<file path="config.mk">
export PLATFORM = sky130hd
export DESIGN_NAME = irq_pin_ctrl
export DESIGN_NICKNAME = d
export VERILOG_FILES = /design/src/rtl/irq_pkg.sv /design/src/rtl/irq_edge_latch.sv /design/src/rtl/irq_regfile.sv /design/src/rtl/irq_pin_drive.sv /design/src/rtl/irq_pin_ctrl.sv
export SDC_FILE = /design/constraint.sdc
export NUM_CORES = 1
export LEC_CHECK = 0
export BUFFER_PORTS_ARGS = -buffer_cell sky130_fd_sc_hd__buf_4
export CAP_MARGIN = 20
export CORE_ASPECT_RATIO = 0.5
export CORE_MARGIN = 2
export CORE_UTILIZATION = 51
export DETAILED_ROUTE_END_ITERATION = 16
export HOLD_SLACK_MARGIN = 0.03
export PLACE_DENSITY = 0.82
export SLEW_MARGIN = 10
export SYNTH_ARGS = -nofsm -noshare
export SYNTH_HDL_FRONTEND = slang
export SYNTH_HIERARCHICAL = 1
export SYNTH_SLANG_ARGS = --single-unit
</file>
<file path="constraint.sdc">
create_clock -name clk -period 1.5 [get_ports clk]
set_input_delay 0.15 -clock clk [delete_from_list [all_inputs] [get_ports clk]]
set_output_delay 0.15 -clock clk [all_outputs]
set_load 0.01 [all_outputs]
</file>
<file path="src/rtl/irq_pkg.sv">
package irq_pkg;
    localparam int ADDR_W   = 3;
    localparam int NUM_PINS = 3;
    localparam int CFG_W    = 4;
    localparam int CFG_POL_LSB  = 0;
    localparam int CFG_MUTE_LSB = 2;

    typedef enum logic [ADDR_W-1:0] {
        RA_PENDING = 3'd0,
        RA_MASK0   = 3'd1,
        RA_MASK1   = 3'd2,
        RA_MASK2   = 3'd3,
        RA_CFG     = 3'd4
    } reg_addr_e;
endpackage

</file>
<file path="src/rtl/irq_edge_latch.sv">
module irq_edge_latch #(
    parameter int EVT_W = 8
) (
    input  logic             clk,
    input  logic             rst_n,
    input  logic [EVT_W-1:0] status_i,
    input  logic [EVT_W-1:0] clr_i,
    output logic [EVT_W-1:0] pend_o
);
    logic [EVT_W-1:0] prev_q;
    logic [EVT_W-1:0] pend_q;
    logic [EVT_W-1:0] chg;

    assign chg = status_i ^ prev_q;

    always_ff @(posedge clk or negedge rst_n) begin
        if (!rst_n) begin
            prev_q <= '0;
            pend_q <= '0;
        end else begin
            prev_q <= status_i;
            pend_q <= (pend_q & ~clr_i) | chg;
        end
    end

    assign pend_o = pend_q;

    // every changed bit is pending after the edge
    assert_set_on_change_R1: assert property (@(posedge clk) disable iff (!rst_n)
        (chg != '0) |=> ((pend_q & $past(chg)) == $past(chg)));
    // a clear colliding with a change leaves the bit set
    assert_set_wins_R3: assert property (@(posedge clk) disable iff (!rst_n)
        ((chg & clr_i) != '0) |=> ((pend_q & $past(chg & clr_i)) == $past(chg & clr_i)));
    // a clear without a change empties the bit
    assert_clear_R2: assert property (@(posedge clk) disable iff (!rst_n)
        ((clr_i & ~chg) != '0) |=> ((pend_q & $past(clr_i & ~chg)) == '0));
endmodule

</file>
<file path="src/rtl/irq_regfile.sv">
module irq_regfile
    import irq_pkg::*;
#(
    parameter int EVT_W = 8   // must be at least CFG_W
) (
    input  logic                clk,
    input  logic                rst_n,
    input  logic                wr_en_i,
    input  logic [ADDR_W-1:0]   addr_i,
    input  logic [EVT_W-1:0]    wdata_i,
    input  logic [EVT_W-1:0]    pend_i,
    output logic [EVT_W-1:0]    mask_o [NUM_PINS],
    output logic [CFG_W-1:0]    cfg_o,
    output logic [EVT_W-1:0]    clr_o,
    output logic [EVT_W-1:0]    rdata_o
);
    logic [EVT_W-1:0] mask_q [NUM_PINS];
    logic [CFG_W-1:0] cfg_q;

    for (genvar p = 0; p < NUM_PINS; p++) begin : g_mask
        localparam logic [ADDR_W-1:0] MY_ADDR = ADDR_W'(int'(RA_MASK0) + p);
        always_ff @(posedge clk or negedge rst_n) begin
            if (!rst_n) begin
                mask_q[p] <= '0;
            end else if (wr_en_i && addr_i == MY_ADDR) begin
                mask_q[p] <= wdata_i;
            end
        end
        assign mask_o[p] = mask_q[p];
    end

    always_ff @(posedge clk or negedge rst_n) begin
        if (!rst_n) begin
            cfg_q <= '0;
        end else if (wr_en_i && addr_i == RA_CFG) begin
            cfg_q <= wdata_i[CFG_W-1:0];
        end
    end

    assign cfg_o = cfg_q;
    assign clr_o = (wr_en_i && addr_i == RA_PENDING) ? wdata_i : '0;

    always_comb begin
        rdata_o = '0;
        if (addr_i == RA_PENDING) begin
            rdata_o = pend_i;
        end else if (addr_i == RA_CFG) begin
            rdata_o[CFG_W-1:0] = cfg_q;
        end
        for (int p = 0; p < NUM_PINS; p++) begin
            if (addr_i == ADDR_W'(int'(RA_MASK0) + p)) begin
                rdata_o = mask_q[p];
            end
        end
    end

    // config is stable unless written at its own address
    assert_cfg_hold_R10: assert property (@(posedge clk) disable iff (!rst_n)
        !(wr_en_i && addr_i == RA_CFG) |=> $stable(cfg_q));
endmodule

</file>
<file path="src/rtl/irq_pin_drive.sv">
module irq_pin_drive #(
    parameter int   EVT_W      = 8,
    parameter logic OPEN_DRAIN = 1'b0
) (
    input  logic             clk,
    input  logic             rst_n,
    input  logic [EVT_W-1:0] pend_i,
    input  logic [EVT_W-1:0] mask_i,
    input  logic             act_high_i,
    input  logic             mute_sel_i,
    input  logic             mute_i,
    output logic             pin_o
);
    logic hit;
    logic pin_q;

    assign hit   = |(pend_i & mask_i);
    assign pin_o = pin_q;

    if (OPEN_DRAIN) begin : g_od
        logic unused_od;
        assign unused_od = ^{act_high_i, mute_sel_i, mute_i};

        always_ff @(posedge clk or negedge rst_n) begin
            if (!rst_n) pin_q <= 1'b0;
            else        pin_q <= hit;
        end

        // the pull-down follows an enabled pending event one clock later
        assert_od_drive_R7: assert property (@(posedge clk) disable iff (!rst_n)
            hit |=> pin_o);
        assert_od_release_R7: assert property (@(posedge clk) disable iff (!rst_n)
            !hit |=> !pin_o);
    end else begin : g_pp
        always_ff @(posedge clk or negedge rst_n) begin
            if (!rst_n)          pin_q <= 1'b1;
            else if (mute_sel_i) pin_q <= mute_i;
            else                 pin_q <= act_high_i ? hit : ~hit;
        end

        // mute mode passes the mute level through one register
        assert_mute_pass_R6: assert property (@(posedge clk) disable iff (!rst_n)
            mute_sel_i |=> (pin_o == $past(mute_i)));
        // an active-low pin sits high with nothing enabled pending
        assert_idle_low_pol_R5: assert property (@(posedge clk) disable iff (!rst_n)
            (!mute_sel_i && !act_high_i && !hit) |=> pin_o);
    end
endmodule

</file>
<file path="src/rtl/irq_pin_ctrl.sv">
module irq_pin_ctrl
    import irq_pkg::*;
#(
    parameter int EVT_W = 8
) (
    input  logic              clk,
    input  logic              rst_n,
    input  logic [EVT_W-1:0]  status_i,
    input  logic              audio_mute_i,
    input  logic              reg_wr_i,
    input  logic [ADDR_W-1:0] reg_addr_i,
    input  logic [EVT_W-1:0]  reg_wdata_i,
    output logic [EVT_W-1:0]  reg_rdata_o,
    output logic              irq0_o,
    output logic              irq1_o,
    output logic              irq2_oe_o
);
    logic [EVT_W-1:0]    pend;
    logic [EVT_W-1:0]    clr;
    logic [EVT_W-1:0]    mask [NUM_PINS];
    logic [CFG_W-1:0]    cfg;
    logic [NUM_PINS-1:0] pin;

    irq_edge_latch #(.EVT_W(EVT_W)) u_latch (
        .clk      (clk),
        .rst_n    (rst_n),
        .status_i (status_i),
        .clr_i    (clr),
        .pend_o   (pend)
    );

    irq_regfile #(.EVT_W(EVT_W)) u_regs (
        .clk     (clk),
        .rst_n   (rst_n),
        .wr_en_i (reg_wr_i),
        .addr_i  (reg_addr_i),
        .wdata_i (reg_wdata_i),
        .pend_i  (pend),
        .mask_o  (mask),
        .cfg_o   (cfg),
        .clr_o   (clr),
        .rdata_o (reg_rdata_o)
    );

    for (genvar p = 0; p < NUM_PINS; p++) begin : g_pin
        if (p == NUM_PINS - 1) begin : g_od
            irq_pin_drive #(.EVT_W(EVT_W), .OPEN_DRAIN(1'b1)) u_drv (
                .clk        (clk),
                .rst_n      (rst_n),
                .pend_i     (pend),
                .mask_i     (mask[p]),
                .act_high_i (1'b0),
                .mute_sel_i (1'b0),
                .mute_i     (1'b0),
                .pin_o      (pin[p])
            );
        end else begin : g_pp
            irq_pin_drive #(.EVT_W(EVT_W), .OPEN_DRAIN(1'b0)) u_drv (
                .clk        (clk),
                .rst_n      (rst_n),
                .pend_i     (pend),
                .mask_i     (mask[p]),
                .act_high_i (cfg[CFG_POL_LSB + p]),
                .mute_sel_i (cfg[CFG_MUTE_LSB + p]),
                .mute_i     (audio_mute_i),
                .pin_o      (pin[p])
            );
        end
    end

    assign irq0_o    = pin[0];
    assign irq1_o    = pin[1];
    assign irq2_oe_o = pin[2];

    // with every mask empty, the open-drain line stays released
    assert_mask_block_R4: assert property (@(posedge clk) disable iff (!rst_n)
        (mask[2] == '0) |=> !irq2_oe_o);
endmodule

</file>
# --- Yosys cells after proc, flatten, opt, wreduce, memory -nomap -nowiden ---
# Index checks and enable logic that the tools add are counted.
word_totals:
  wordCells: 42
  rom_bits: 0
  n_memories: 0
  latch_bits: 0
  reg_bits: 47
  ramBits: 0
op_classes:
  shifts: 0
  div: 0
  n_reduce_logical: 9
  n_bitwise: 9
  n_eq_ne: 4
  n_mux: 11
  magnitude_cmp: 0
  addsub: 0
  n_mul: 0
op_table:
  columns: ["operator", "count"]
  rows:
  - ["8-bit AND", 4]
  - ["8-bit two-way mux", 4]
  - ["8-bit OR reduction", 3]
  - ["4-bit two-way mux", 3]
  - ["8-bit inverter", 1]
  - ["8-bit OR", 1]
  - ["8-bit XOR", 1]
  - ["3-bit by 2-bit equality test with 1-bit output, second input constant", 2]
  - ["1-bit logical AND", 5]
  - ["1-bit two-way mux", 4]
  - ["3-bit by 1-bit equality test with 1-bit output, second input constant", 1]
  - ["3-bit equality test, second input constant", 1]
  - ["3-bit logical NOT", 1]
  - ["1-bit inverter", 2]

# --- Longest topological paths before layout ---
# Gate-level depths: netlist of run 1.
logic_depth:
  depth_word: 6
  ltp_mapped: 5
  ltp_nobuf: 3

# --- Modules after synthesis ---
# The synthesis of run 1 kept the hierarchy.
by_module_without_submodules:
  columns: ["mod", "area_each_um2", "instances", "seq_area_each_um2", "cells_each"]
  rows:
  - ["irq_regfile", 1447.6, 1, 700.7, 103]
  - ["irq_edge_latch", 540.5, 1, 400.4, 40]
  - ["irq_pin_drive (g_pin[0].g_pp.u_drv ...)", 98.8, 2, 26.3, 10]
  - ["irq_pin_drive (g_pin[2].g_od.u_drv)", 61.3, 1, 25.0, 6]
  - ["irq_pin_ctrl", 3.8, 1, 0.0, 1]

# --- Worst setup path before layout of run 1 ---
# Ideal clock, no wire load.
synth_timing:
  path_type: "register to register"
  from: "reg u_latch.pend_q[6] (netlist: u_latch/pend_o[6])"
  to: "reg g_pin[0].g_pp.u_drv.pin_q"
  path_stages_with_launch: 4
  setup_slack_ns: 0.138
  synth_period_minus_slack_ns: 1.362
  n_path_buf: 0
  required_time_ns: 1.417
  arrival_time_ns: 1.278
  cell_sequence: "dfrtp_1 -> a22o_1 -> o41a_1 -> a221o_1"
synth_via:
  elab_chain_len: 5
synth_lines:
  columns: ["item", "line_no", "text"]
  rows:
  - ["from (decl)", "irq_edge_latch.sv:11", "logic [EVT_W-1:0] pend_q;"]
  - ["from (signal assigned)", "irq_edge_latch.sv:22", "pend_q <= (pend_q & ~clr_i) | chg;"]
  - ["8-bit AND *", "irq_pin_drive.sv:17", "assign hit = |(pend_i & mask_i);"]
  - ["8-bit OR reduction *", "irq_pin_drive.sv:17", null]
  - ["1-bit inverter", "irq_pin_drive.sv:38", "else pin_q <= act_high_i ? hit : ~hit;"]
  - ["1-bit two-way mux *", "irq_pin_drive.sv:38", null]
  - ["1-bit two-way mux *", "irq_pin_drive.sv:37", "else if (mute_sel_i) pin_q <= mute_i;"]
  - ["to (signal assigned)", "irq_pin_drive.sv:37", null]
  - ["to (signal assigned)", "irq_pin_drive.sv:38", null]
  - ["to (decl)", "irq_pin_drive.sv:15", "logic pin_q;"]
# Every way passes the cells marked *; elsewhere a longest branch is shown, timed or not.
# A chain may end at the register's enable or synchronous reset.

# --- Worst setup path after layout of run 1 ---
layout_timing:
  from: "reg u_regs.mask_q, in the netlist u_regs/mask_o[5]"
  to: "out reg_rdata_o[5]"
layout_via:
  elab_chain_len: 1
layout_lines:
  columns: ["item", "line_no", "text"]
  rows:
  - ["from (decl)", "irq_regfile.sv:17", "logic [EVT_W-1:0] mask_q [NUM_PINS];"]
  - ["from (signal, indexed assignment)", "irq_regfile.sv:26", "mask_q[p] <= wdata_i;"]
  - ["8-bit two-way mux", "irq_regfile.sv:51", "if (addr_i == ADDR_W'(int'(RA_MASK0) + p)) begin"]
  - ["to (decl)", "irq_pin_ctrl.sv:13", "output logic [EVT_W-1:0] reg_rdata_o,"]
# No other way between the ends.

==> results of run 1 <==
cell type report:
cell class	count	area [um2]	share of cell area, %
Clock inverter	2	60.1	1.94
Clock buffer	6	72.6	2.35
Timing Repair Buffer	76	631	20.4
Multi-Input combinational cell	108	1040	33.8
Tap cell	54	67.6	2.19
Sequential cell	47	1180	38.2
Inverter	9	33.8	1.09
worst reg2reg max path, delay by kind of cell, from the launching register on:
family / cells / cell delay [ps]
DFF: 1 / 410
buffers and inverters: 1 / 160
AOI/OAI and AO/OA: 3 / 890
what timing repair did:
item / CTS / global route
setup buffers: 17 / 7
setup endpoints to repair: 6 / 10
endpoints found under the hold margin: 53 / 0
hold buffers: 9 / 0
pin swaps: 1 / 5
resized for setup: 6 / 16
flip-flops by register name, summed over array words and instances, names as in the netlist:
signal / cells
g_pin.g_od.u_drv/pin_o: 1
g_pin.g_pp.u_drv/pin_o: 2
u_latch/pend_o: 8
u_latch/prev_q: 8
u_regs/cfg_o: 4
u_regs/mask_o: 24
final timing paths:
| kind | slack (ps) | start | to | cells past startpoint |
|---|---|---|---|---|
| max | -140 | u_regs/mask_o[5] | reg_rdata_o[5] | 3 |
| min | 90 | audio_mute_i | g_pin[0].g_pp.u_drv/pin_o | 2 |
| max reg2reg | -40 | u_latch/pend_o[3] | g_pin[0].g_pp.u_drv/pin_o | 4 |
| min reg2reg | 510 | u_latch/prev_q[4] | u_latch/pend_o[4] | 2 |
| max in group asynchronous | 680 | rst_n | u_latch/pend_o[1] | 2 |
| min in group asynchronous | 380 | rst_n | u_latch/prev_q[5] | 2 |
power breakdown:
group / switching [mW] / total [mW] / internal (mW)
Combinational: 0.395 / 1.00 / 0.608
Sequential: 0.164 / 1.64 / 1.48
Clock: 0.430 / 1.10 / 0.666
Total: 0.990 / 3.74 / 2.75
metrics by stage:
stage,power [mW],cell area (um2)
floorplan,2.07,2250
global placement,2.33,2610
detailed placement,2.36,2610
CTS,3.59,2980
global route,3.89,3090
finish,3.74,3090
per-layer routing:
metal,part of all wire (%),global-route usage (%),vias up
met1,44,34.6,921
met2,47,38.9,79
met4,1.4,7.41,0
met3,7.4,7.25,12
li1,-,-,777
met5,0,0,-
layout by cell type, fill, tap and decap left out, types with 2 or more instances in the layout:
cell type,instances
nor2b_4,4
buf_6,10
dfstp_2,2
mux2i_1,6
bufinv_16,2
a22oi_1,4
clkbuf_8,5
o21ai_1,8
a211o_1,3
inv_1,8
nor4_1,2
buf_4,57
dfrtp_1,44
nor2_1,5
xnor2_1,8
o41a_1,2
mux2_2,28
a221o_1,2
nor2b_1,2
a22o_1,7
and2_1,8
dlygate4sd3_1,9
nor3_1,3
mux4_2,5
==> results.sh, run 1 <==
export IMPL_outcome="finished, violations left"
export IMPL_violations="setup timing"
export IMPL_drtAntennaViolNets=0
export IMPL_vias=1789
export IMPL_cts_clk_slew_worst_paths_ps=90
export IMPL_rsz0062_at_grt="true"
export IMPL_cts_root_buf="clkbuf_8"
export IMPL_insertion_delay_ps=300
export IMPL_place_inst=262
export IMPL_nets=270
export IMPL_wirelength_mm=6.17
export IMPL_portBuffers=33
export IMPL_cp_top_family="multiplexers"
export IMPL_power_density_nw_per_um2=1210
export IMPL_coreArea_um2=4060
export IMPL_skew_ps=6.18
export IMPL_end_kind="output port"
export IMPL_period_minus_slack_ps=1640
export IMPL_worstMarginPinSlew_ps=602
export IMPL_grt_pass1_wl_mm=9.44
export IMPL_grt_start_max_net_pins=48
export IMPL_path_buf_inv=1
export IMPL_cts_buffers=5
export IMPL_drive_gt1_share_pct=48.8
export IMPL_stdcell_count=302
export IMPL_grt_overflow_total=0
export IMPL_drc=0
export IMPL_final_hold_violation_count=0
export IMPL_fp_dieW_um=97.9
export IMPL_postSynthCellCount=169
export IMPL_dp_hpwl_mm=3.46
export IMPL_cpPeakStageDelay_ps=500
export IMPL_crit_path_start_kind="flip-flop"
export IMPL_slowest_stage="mux4_2"
export IMPL_row_count=16
export IMPL_initial_core_util_pct=55.3
export IMPL_worstPathCellList="mux4_2, nor2b_4, buf_6"
export IMPL_path_max_fanout=2
export IMPL_cts_buffer_depth=2
export IMPL_fin_util_pct=76.0
export IMPL_dp_slack_ps=16.8
export IMPL_vias_per_cell=5.92
export IMPL_antenna_found_initial=0
export IMPL_worst_ep_arrival_time_ps=1490
export IMPL_wl_per_cell_um=20.4
export IMPL_fp_dieH_um=50.9
export IMPL_critical_path_class="flip-flop to output port"
export IMPL_first_pass_iters=4
export IMPL_min_path_type="input port to flip-flop"
export IMPL_slew_headroom_pct=59.8
export IMPL_setup_violations=9
export IMPL_pin_count=34
export IMPL_required_ps=1350
export IMPL_yosysWarnings=6
export IMPL_drt_iter0_drc=145
export IMPL_cts_sinks=47
export IMPL_peakVddDrop_v=0.000566
export IMPL_die_area_um2=4990
export IMPL_holdWs_ps=94.0
export IMPL_grt_pass1_vias=1802
export IMPL_area_delta_synth_final_pct=37.4
export IMPL_drv_slew=0
export IMPL_track_usage_pct=25.0
export IMPL_fin_ws_ps=-143
export IMPL_fmax_mhz=609
export IMPL_p_leak_nw=1.44
export IMPL_tns_ps=-729
export IMPL_fillCellCount=237
export IMPL_maxCapViolations=0
export IMPL_cts_tree="done"
export IMPL_num_antenna_cells=0
export IMPL_gp_congestion=0.879
export IMPL_avgSynthCellArea_um2=13.3
export IMPL_htreeDepth=2
export IMPL_finalCritPeriodShare_pct=110
export IMPL_synth_area_um2=2250
export IMPL_syn_num_nets=192
Note: power is estimated with default switching activity, not from simulation.
==> run 2: changes to the inputs <==
Settings changed: SKIP_CTS_REPAIR_TIMING set to 1.
==> run 2 against run 1 <==
  * The run still ends with setup timing left
  * First-iteration DRC count is 23% lower
  * Core utilization is 3.4 points lower
  * Cell count is 4.0% lower
  * Critical path depth stayed put
  * Combinational power is 21% lower
  * Maximum frequency is 0.53% higher
  * Power is 5.6% lower
  * Clock-buffer cell count stayed put
  * Hold slack better by 6.2 ps
  * Setup slack better by 8.7 ps
  * Largest cell class unchanged
==> results.sh, run 2 (synthesis results as in run 1) <==
export IMPL_timing_rr_end="g_pin[1].g_pp.u_drv/pin_o"
export IMPL_grt_pass1_vias=1651
export IMPL_seq_area_um2=1180
export IMPL_wl_per_cell_um=18.0
export IMPL_fin_util_pct=72.6
export IMPL_pin_count=34
export IMPL_grt_overflow_total=0
export IMPL_finalCritPeriodShare_pct=109
export IMPL_grt_start_max_net_pins=48
export IMPL_cts_sinks=47
export IMPL_drc=0
export IMPL_gp_congestion=0.879
export IMPL_end_kind="output port"
export IMPL_p_leak_nw=1.36
export IMPL_grt_pass1_wl_mm=8.40
export IMPL_min_path_cells=2
export IMPL_fmax_mhz=612
export IMPL_dp_hpwl_mm=3.46
export IMPL_drtAntennaViolNets=0
export IMPL_crit_path_start_kind="flip-flop"
export IMPL_setup_violations=8
export IMPL_violations="setup timing"
export IMPL_r2r_start="u_latch/pend_o[6]"
export IMPL_fp_dieW_um=97.9
export IMPL_cts_buffer_depth=2
export IMPL_worst_ep_arrival_time_ps=1480
export IMPL_hold_start="reg_wdata_i[5]"
export IMPL_reg2regPathDepth=4
export IMPL_dp_slack_ps=16.8
export IMPL_multi_input_area_um2=1010
export IMPL_fp_dieH_um=50.9
export IMPL_place_inst=262
export IMPL_final_hold_violation_count=0
export IMPL_min_path_type="input port to flip-flop"
export IMPL_portBuffers=33
export IMPL_required_ps=1350
export IMPL_htreeDepth=2
export IMPL_fillCellCount=257
export IMPL_drive_gt1_share_pct=44.5
export IMPL_critical_path_class="flip-flop to output port"
export IMPL_initial_core_util_pct=55.3
export IMPL_cts_clk_slew_worst_paths_ps=90
export IMPL_worstMarginPinSlew_ps=608
export IMPL_drv_slew=0
export IMPL_r2r_slack_ps=-20
export IMPL_path_max_fanout=4
export IMPL_slew_headroom_pct=59.5
export IMPL_peakVddDrop_v=0.000557
export IMPL_drt_iter0_drc=112
export IMPL_skew_ps=7.97
export IMPL_antenna_found_initial=0
export IMPL_layout_commonest_cell="buf_4"
export IMPL_min_to="u_regs/mask_o[13]"
export IMPL_track_usage_pct=22.2
export IMPL_nets=258
export IMPL_power_density_nw_per_um2=1200
export IMPL_coreArea_um2=4060
export IMPL_cts_root_buf="clkbuf_8"
export IMPL_power_mw=3.53
export IMPL_layout_common_cells="49 x buf_4, 42 x dfrtp_1, 28 x mux2_2"
export IMPL_area_delta_synth_final_pct=31.3
export IMPL_maxCapViolations=0
export IMPL_num_antenna_cells=0
export IMPL_first_pass_iters=4
export IMPL_fin_ws_ps=-134
export IMPL_row_count=16
export IMPL_stdcell_count=290
export IMPL_vias_per_cell=5.76
export IMPL_outcome="finished, violations left"
export IMPL_wirelength_mm=5.22
export IMPL_rsz0062_at_grt="true"
export IMPL_cts_buffers=5
export IMPL_period_minus_slack_ps=1630
export IMPL_die_area_um2=4990
export IMPL_insertion_delay_ps=310
export IMPL_cts_tree="done"
export IMPL_largest_reg_flops=24
export IMPL_vias=1670
run 2: metal layers:
metal	vias up	routed length, um	track usage, %
li1	746	-	-
met1	849	2310	30.8
met2	68	2410	33.7
met3	7	445	6.84
met4	0	56	7.18
met5	-	0	0
run 2: power by group:
part / internal [mW] / total, mW / switching [mW]
Combinational: 0.483 / 0.790 / 0.306
Clock: 0.666 / 1.10 / 0.432
Sequential: 1.48 / 1.64 / 0.167
Total: 2.63 / 3.53 / 0.905
run 2: how the worst max path moves through the flow:
stage,from,endpoint,slack [ps]
floorplan,u_latch/pend_o[6],g_pin[0].g_pp.u_drv/pin_o,140
global placement,reg_addr_i[0],u_latch/pend_o[0],90
detailed placement,reg_addr_i[0],u_latch/pend_o[5],20
CTS,u_latch/pend_o[3],reg_rdata_o[3],-160
global route,u_latch/pend_o[7],reg_rdata_o[7],-180
finish,u_latch/pend_o[7],reg_rdata_o[7],-130
run 2: worst max-delay path: stages, from the launching register on:
cell and delay (ps):
dfrtp_1 430, mux4_2 460, nor2b_1 150, buf_4 140
run 2: final cells by class:
cell class                      instances  share of cell area [%]
Timing Repair Buffer                   64                    17.8
Clock buffer                            6                    2.46
Sequential cell                        47                    40.1
Clock inverter                          2                    2.04
Inverter                                9                    1.15
Tap cell                               54                    2.29
Multi-Input combinational cell        108                    34.2
run 2: through the flow:
| stage | hold WS (ps) | instance area (um2) | setup TNS (ps) |
|---|---|---|---|
| finish | 100 | 2950 | -665 |
| floorplan | -146 | 2250 | 0 |
| global placement | 184 | 2610 | 0 |
| CTS | -134 | 2740 | -809 |
| detailed placement | 202 | 2610 | 0 |
| global route | 95.9 | 2950 | -1160 |
